### config.mk
export PLATFORM = sky130hd
export DESIGN_NAME = atu_thread
export DESIGN_NICKNAME = d
export VERILOG_FILES = /design/src/rtl/atu_pkg.sv /design/src/rtl/atu_decode.sv /design/src/rtl/atu_alu.sv /design/src/rtl/atu_pred.sv /design/src/rtl/atu_thread.sv
export SDC_FILE = /design/constraint.sdc
export NUM_CORES = 2
export LEC_CHECK = 0
export CAP_MARGIN = 10
export CORE_ASPECT_RATIO = 0.5
export CORE_MARGIN = 2
export CORE_UTILIZATION = 30
export CTS_BUF_LIST = sky130_fd_sc_hd__clkbuf_16
export DETAILED_ROUTE_END_ITERATION = 10
export REMOVE_ABC_BUFFERS = 1
export SYNTH_ARGS = -nofsm -noshare
export SYNTH_HDL_FRONTEND = slang
export SYNTH_SLANG_ARGS = --single-unit
### constraint.sdc
create_clock -name clk_i -period 48.6 [get_ports clk_i]
set_input_delay 7.29 -clock clk_i [delete_from_list [all_inputs] [get_ports clk_i]]
set_output_delay 7.29 -clock clk_i [all_outputs]
set_load 0.02 [all_outputs]
### src/rtl/atu_pkg.sv
package atu_pkg;
  localparam int OP_W       = 10;
  localparam int FIELD_W    = 5;
  localparam int FSEL_W     = 3;
  localparam int NUM_FLAGS  = 7;

  typedef enum logic [4:0] {
    K_NOP, K_SWAP, K_INC, K_INV, K_ASP, K_ADP,
    K_SFP, K_SFZ, K_SFN, K_CF, K_SF, K_XC, K_XS,
    K_IMM, K_LD, K_ST, K_ADD, K_SUB, K_MUL, K_DIV,
    K_AND, K_OR, K_XOR
  } kind_e;

  typedef struct packed {
    kind_e               kind;
    logic [FIELD_W-1:0]  field;
  } dec_t;
endpackage

### src/rtl/atu_decode.sv
module atu_decode
  import atu_pkg::*;
(
  input  logic [OP_W-1:0] op_i,
  output dec_t            dec_o
);
  always_comb begin
    dec_o.field = op_i[FIELD_W-1:0];
    dec_o.kind  = K_NOP;
    casez (op_i)
      10'b00000_00001: dec_o.kind = K_SWAP;
      10'b00000_00010: dec_o.kind = K_INC;
      10'b00000_00011: dec_o.kind = K_INV;
      10'b00000_00100: dec_o.kind = K_ASP;
      10'b00000_00101: dec_o.kind = K_ADP;
      10'b0001000???:  dec_o.kind = K_SFP;
      10'b0001001???:  dec_o.kind = K_SFZ;
      10'b0001010???:  dec_o.kind = K_SFN;
      10'b0001100???:  dec_o.kind = K_CF;
      10'b0001101???:  dec_o.kind = K_SF;
      10'b0001110???:  dec_o.kind = K_XC;
      10'b0001111???:  dec_o.kind = K_XS;
      10'b00100?????:  dec_o.kind = K_IMM;
      10'b10010?????:  dec_o.kind = K_LD;
      10'b10011?????:  dec_o.kind = K_ST;
      10'b10100?????:  dec_o.kind = K_ADD;
      10'b10101?????:  dec_o.kind = K_SUB;
      10'b10110?????:  dec_o.kind = K_MUL;
      10'b10111?????:  dec_o.kind = K_DIV;
      10'b11000?????:  dec_o.kind = K_AND;
      10'b11001?????:  dec_o.kind = K_OR;
      10'b11010?????:  dec_o.kind = K_XOR;
      default:         dec_o.kind = K_NOP;
    endcase
  end
endmodule

### src/rtl/atu_alu.sv
module atu_alu
  import atu_pkg::*;
#(
  parameter int DATA_W = 16
) (
  input  kind_e              kind_i,
  input  logic [FIELD_W-1:0] field_i,
  input  logic [DATA_W-1:0]  acc_i,
  input  logic [DATA_W-1:0]  opnd_i,
  output logic [DATA_W-1:0]  res_o,
  output logic               wr_o,
  output logic               div_zero_o
);
  localparam int HALF_W = DATA_W / 2;

  always_comb begin
    res_o      = acc_i;
    wr_o       = 1'b1;
    div_zero_o = 1'b0;
    unique case (kind_i)
      K_SWAP: res_o = {acc_i[HALF_W-1:0], acc_i[DATA_W-1:HALF_W]};
      K_INC:  res_o = acc_i + 1'b1;
      K_INV:  res_o = ~acc_i;
      K_IMM:  res_o = {{(DATA_W-FIELD_W){1'b0}}, field_i};
      K_LD:   res_o = opnd_i;
      K_ADD:  res_o = acc_i + opnd_i;
      K_SUB:  res_o = acc_i - opnd_i;
      K_MUL:  res_o = acc_i * opnd_i;
      K_DIV: begin
        if (opnd_i == '0) begin
          wr_o       = 1'b0;
          div_zero_o = 1'b1;
        end else begin
          res_o = acc_i / opnd_i;
        end
      end
      K_AND:  res_o = acc_i & opnd_i;
      K_OR:   res_o = acc_i | opnd_i;
      K_XOR:  res_o = acc_i ^ opnd_i;
      default: wr_o = 1'b0;
    endcase
  end
endmodule

### src/rtl/atu_pred.sv
module atu_pred
  import atu_pkg::*;
(
  input  logic                 clk_i,
  input  logic                 rst_ni,
  input  logic                 start_i,
  input  logic                 cycle_end_i,
  input  logic                 valid_i,
  input  kind_e                kind_i,
  input  logic [FSEL_W-1:0]    fsel_i,
  input  logic                 acc_pos_i,
  input  logic                 acc_zero_i,
  input  logic                 acc_neg_i,
  output logic                 exec_o,
  output logic [NUM_FLAGS-1:0] flags_o
);
  logic [NUM_FLAGS-1:0] flags_q;
  logic                 skip_q;
  logic [FSEL_W-1:0]    fpos;
  logic                 flag_rd, is_pred, fwr_kind, fwr_val;

  assign is_pred = (kind_i == K_XC) || (kind_i == K_XS);
  assign exec_o  = valid_i && (!skip_q || is_pred);
  assign fpos    = fsel_i - 1'b1;
  assign flag_rd = (fsel_i != '0) ? flags_q[fpos] : 1'b0;
  assign flags_o = flags_q;

  always_comb begin
    fwr_kind = 1'b1;
    fwr_val  = 1'b0;
    case (kind_i)
      K_SFP:   fwr_val = acc_pos_i;
      K_SFZ:   fwr_val = acc_zero_i;
      K_SFN:   fwr_val = acc_neg_i;
      K_CF:    fwr_val = 1'b0;
      K_SF:    fwr_val = 1'b1;
      default: fwr_kind = 1'b0;
    endcase
  end

  always_ff @(posedge clk_i or negedge rst_ni) begin
    if (!rst_ni) begin
      flags_q <= '0;
      skip_q  <= 1'b0;
    end else if (start_i) begin
      flags_q <= '0;
      skip_q  <= 1'b0;
    end else begin
      if (exec_o && fwr_kind && fsel_i != '0) flags_q[fpos] <= fwr_val;
      if (exec_o && kind_i == K_XC) skip_q <= flag_rd;
      if (exec_o && kind_i == K_XS) skip_q <= !flag_rd;
      if (cycle_end_i) skip_q <= 1'b0;  // region never outlives its cycle
    end
  end

  p_start_clear_r11: assert property (@(posedge clk_i) disable iff (!rst_ni)
    start_i |=> (flags_q == '0) && !skip_q);
  p_cycle_end_r10: assert property (@(posedge clk_i) disable iff (!rst_ni)
    cycle_end_i |=> !skip_q);
  p_xc0_resume_r10: assert property (@(posedge clk_i) disable iff (!rst_ni)
    (valid_i && kind_i == K_XC && fsel_i == '0) |=> !skip_q);
  p_flag0_ignored_r8: assert property (@(posedge clk_i) disable iff (!rst_ni)
    (fwr_kind && fsel_i == '0 && !start_i) |=> $stable(flags_q));
endmodule

### src/rtl/atu_thread.sv
module atu_thread
  import atu_pkg::*;
#(
  parameter int DATA_W   = 16,
  parameter int SP_DEPTH = 32
) (
  input  logic                 clk_i,
  input  logic                 rst_ni,
  input  logic                 start_i,
  input  logic [OP_W-1:0]      op_i,
  input  logic                 op_valid_i,
  input  logic                 cycle_end_i,
  output logic [DATA_W-1:0]    acc_o,
  output logic [NUM_FLAGS-1:0] flags_o,
  output logic                 src_add_o,
  output logic                 dst_add_o,
  output logic [DATA_W-1:0]    ptr_delta_o,
  output logic                 div_err_o
);
  localparam int IDX_W = $clog2(SP_DEPTH);

  dec_t              dec;
  logic [IDX_W-1:0]  sp_idx;
  logic [DATA_W-1:0] acc_q, alu_res, opnd;
  logic [DATA_W-1:0] sp_q [SP_DEPTH];
  logic              alu_wr, div_zero, exec;

  atu_decode u_dec (.op_i(op_i), .dec_o(dec));

  assign sp_idx = dec.field[IDX_W-1:0];
  assign opnd   = sp_q[sp_idx];

  atu_alu #(.DATA_W(DATA_W)) u_alu (
    .kind_i(dec.kind), .field_i(dec.field), .acc_i(acc_q), .opnd_i(opnd),
    .res_o(alu_res), .wr_o(alu_wr), .div_zero_o(div_zero)
  );

  atu_pred u_pred (
    .clk_i(clk_i), .rst_ni(rst_ni), .start_i(start_i), .cycle_end_i(cycle_end_i),
    .valid_i(op_valid_i), .kind_i(dec.kind), .fsel_i(dec.field[FSEL_W-1:0]),
    .acc_pos_i(!acc_q[DATA_W-1] && (acc_q != '0)),
    .acc_zero_i(acc_q == '0),
    .acc_neg_i(acc_q[DATA_W-1]),
    .exec_o(exec), .flags_o(flags_o)
  );

  always_ff @(posedge clk_i or negedge rst_ni) begin
    if (!rst_ni) begin
      acc_q       <= '0;
      div_err_o   <= 1'b0;
      src_add_o   <= 1'b0;
      dst_add_o   <= 1'b0;
      ptr_delta_o <= '0;
      for (int i = 0; i < SP_DEPTH; i++) sp_q[i] <= '0;
    end else begin
      src_add_o <= 1'b0;
      dst_add_o <= 1'b0;
      if (start_i) div_err_o <= 1'b0;
      if (exec) begin
        if (alu_wr) acc_q <= alu_res;
        if (dec.kind == K_ST) sp_q[sp_idx] <= acc_q;
        if (div_zero && !start_i) div_err_o <= 1'b1;
        if (dec.kind == K_ASP) begin
          src_add_o   <= 1'b1;
          ptr_delta_o <= acc_q;
        end
        if (dec.kind == K_ADP) begin
          dst_add_o   <= 1'b1;
          ptr_delta_o <= acc_q;
        end
      end
    end
  end

  assign acc_o = acc_q;

  p_div_zero_hold_r5: assert property (@(posedge clk_i) disable iff (!rst_ni)
    (exec && dec.kind == K_DIV && opnd == '0 && !start_i) |=> $stable(acc_q) && div_err_o);
  p_err_sticky_r5: assert property (@(posedge clk_i) disable iff (!rst_ni)
    (div_err_o && !start_i) |=> div_err_o);
  p_src_req_r7: assert property (@(posedge clk_i) disable iff (!rst_ni)
    (exec && dec.kind == K_ASP) |=> src_add_o && !dst_add_o && ptr_delta_o == $past(acc_q));
  p_skip_hold_r10: assert property (@(posedge clk_i) disable iff (!rst_ni)
    (op_valid_i && !exec) |=> $stable(acc_q) && !src_add_o && !dst_add_o);
  p_invalid_idle_r13: assert property (@(posedge clk_i) disable iff (!rst_ni)
    !op_valid_i |=> $stable(acc_q) && !src_add_o && !dst_add_o);
endmodule

==> results.ini <==
[timing]
skew_ps = 41.4
rsz0062_at_grt = false
maxSlewViolCount = 0
fin_ws_ps = 3740
relSlewSlack_pct = 16.0
setup_tns_ps = 0
max_freq_mhz = 22.3
hold_viol = 0
whs_ps = 482
fin_crit_sh_pct = 92.3
worst_pin_slew_ps = 1260
period_minus_slack_ps = 44860
setup_viol = 0

[detailed_routing]
via_per_inst = 5.47
drtAntennaViolNets = 0
num_vias = 28906
dr.first_iter.drc_count = 2533
wl_um = 121000
wl_per_cell_um = 22.8
first_pass_iters = 8
drc = 0

[worst_setup_path]
cpPeakStageDelay_ps = 970
worstSetupEndpointType = flip-flop
arrival_ps = 45380
worst_ep_required_time_ps = 49110
crit_type = in -> reg
worst-path-buf-inv = 6
cp_common_cell = o21a_1
slowest_stage = a22oi_1
cp-start-kind = primary input
critPathMaxFanout = 59
path_delay_family = compound AO/OA/AOI/OAI gates

[flow_run]
drv_cap = 0

[pwr]
comb_power_share_pct = 68.7
switching_share_pct = 47.3
ir_worst_vdd_v = 0.000110
p_sw_mw = 1.48
pwr-share-seq_pct = 15.9
power_density_mw_per_mm2 = 72.8
intPower_mw = 1.65
p_leak_nw = 19.9
clockPowerShare_pct = 15.4

[clocking]
cts-root-buf = clkbuf_16
cts_buffers = 58
clkTransAtPathRegs_ps = 80
clockBufferDepth = 3
post_cts_buffers = 0
postCtsHoldBufs = 0
cts_tree = yes
htree_levels = 2
clock_latency_ps = 660
ctsResizeCount = 0
numClockSinks = 555

[die]
ios = 57
die_h_um = 257
die-area_sq_mm = 0.131
core_area_sq_mm = 0.127
die_width_um = 511
start_util_pct = 30.4
rows = 92

[yosys]
netlist_area_sq_mm = 0.0385
yosysSeqAreaShare_pct = 36.1
synth.distinct_cells = 87
syn_inst = 3581
synth_area_per_cell_sq_um = 10.8
synth_top_area_share_pct = 36.1
synth_top_area_cell = dfrtp_1
async_reset_ff_share_pct = 100
synth_edf_count = 0
ys_ff_latch = 555
yosysWarnings = 0
ys.flop_type = dfrtp_1
synthTopCellsByArea = dfrtp_1 (36%), mux2_2 (17%), ha_1 (7.9%)

[placement]
dp.cells = 5177
place.gp.congestion = 0.924
pre_cts_slack_ps = 3680
portBuffers = 56
hpwl_um = 81300

[global_routing]
grt_pass1_vias = 29677
overflow = 0
antenna_found_initial = 3
grt_pass1_wl_um = 185000
grt_usage_pct = 18.1
grt_max_degree = 128

[cells_and_area]
finalNonFillerCells = 5287
layout-drive-gt1-share_pct = 25.3
area_growth_pct = 11.6
nets = 3885

[min_path]
min_path_type = reg -> reg

[outcome]
run_status = finished, final reports clean

## per-layer routing
metal  GRT usage [%]  wire [um]  vias to the layer above
met2            29.3      55100                     1022
met1            24.6      53300                    14761
met3            2.43       7470                      259
met5               0          0                        -
li1                -          -                    12864
met4            6.72       4870                        0
## worst min-delay path: cells and delay by family (launching register included)
kind	cells	cell delay, ps
AND/OR/NAND/NOR	1	50
AO/OA/AOI/OAI	1	60
flip-flops	1	340
## cells in the mapped netlist (31+ instances only)
master,number
mux2_2,570
dfrtp_1,555
nand2_1,251
nor2_1,250
ha_1,243
clkbuf_1,206
inv_1,175
a21oi_1,152
o21ai_0,122
mux4_2,90
fa_1,81
xnor2_1,79
nor3_1,73
mux2i_1,48
o21a_1,46
nand3_1,44
xor2_1,37
o221ai_1,31
## cell type report
cell class	instances	area, sq um
diodes	1	2.50
clock buffers	58	1450
clock inverters	50	609
fillers	12564	83700
inverters	184	691
multi-input cells	2597	22900
flip-flops and latches	555	13900
well taps	1692	2120
repair buffers	150	1280
## worst paths after layout
kind | from | endpoint | slack [ps] | cells after the start
min in group asynchronous | rst_ni | div_err_o | 6740 | 1
max reg2reg | sp_q[428] | acc_o[0] | 11370 | 141
min | ptr_delta_o[6] | ptr_delta_o[6] | 480 | 2
max in group asynchronous | rst_ni | sp_q[431] | 39240 | 3
max | op_i[0] | acc_o[0] | 3740 | 143
min reg2reg | ptr_delta_o[6] | ptr_delta_o[6] | 480 | 2
## state kept, by name, indices dropped and copies added (netlist names)
name,cells
div_err_o,1
acc_o,16
sp_q,512
u_pred.flags_o,7
ptr_delta_o,16
dst_add_o,1
u_pred.skip_q,1
src_add_o,1
## power groups by stage
stage / Clock (mW) / Combinational [mW] / Sequential (mW)
5_1_grt: 0.509 / 2.38 / 0.501
3_3_place_gp: 0 / 2.09 / 0.506
6_report: 0.481 / 2.15 / 0.498
2_1_floorplan: 0 / 1.49 / 0.553
3_5_place_dp: 0 / 2.11 / 0.507
4_1_cts: 0.491 / 2.13 / 0.498
## cell usage in the layout, fill, tap and decap left out, types with 15 or more instances in the layout
| cell | Yosys | routed |
|---|---|---|
| mux2_2 | 570 | 570 |
| dfrtp_1 | 555 | 542 |
| nand2_1 | 251 | 251 |
| nor2_1 | 250 | 247 |
| ha_1 | 243 | 243 |
| inv_1 | 175 | 183 |
| a21oi_1 | 152 | 152 |
| o21ai_0 | 122 | 122 |
| buf_4 | 2 | 94 |
| mux4_2 | 90 | 90 |
| fa_1 | 81 | 81 |
| xnor2_1 | 79 | 79 |
| nor3_1 | 73 | 72 |
| clkbuf_16 | 0 | 58 |
| clkdlybuf4s50_1 | 0 | 52 |
| mux2i_1 | 48 | 48 |
| o21a_1 | 46 | 46 |
| nand3_1 | 44 | 44 |
| xor2_1 | 37 | 37 |
| o221ai_1 | 31 | 31 |
| or3_1 | 30 | 30 |
| o22ai_1 | 29 | 29 |
| a31oi_1 | 27 | 27 |
| a211oi_1 | 27 | 26 |
| a22oi_1 | 22 | 22 |
| nand2b_1 | 22 | 22 |
| a221oi_1 | 21 | 20 |
| a21o_1 | 20 | 20 |
| or2_2 | 19 | 19 |
| o211ai_1 | 18 | 18 |
| and3_1 | 16 | 16 |
| clkinv_1 | 6 | 16 |
| and2_1 | 15 | 15 |
| nor2b_1 | 16 | 15 |
## metrics by stage
stage / instance area (sq um) / total power, mW / utilization (%)
after floorplan: 37400 / 2.04 / -
after global placement: 40900 / 2.59 / 32.3
after detailed placement: 40900 / 2.62 / 32.3
after CTS: 42900 / 3.12 / 33.9
after global routing: 42900 / 3.39 / 33.9
final: 42900 / 3.13 / 33.9
## cells by family (layout without fill, tap and decap cells)
family	count (synthesis)	count (layout)	synth area share, %
simple gates	794	794	9.42
fa+ha+maj	324	324	12.1
xor+xnor	116	116	2.64
compound gates	639	639	11.0
buf+inv	429	442	4.57
other cells	0	1	0
mux	724	724	24.2
flops	555	555	36.1
No activity file was read; power rests on OpenSTA's default activity.
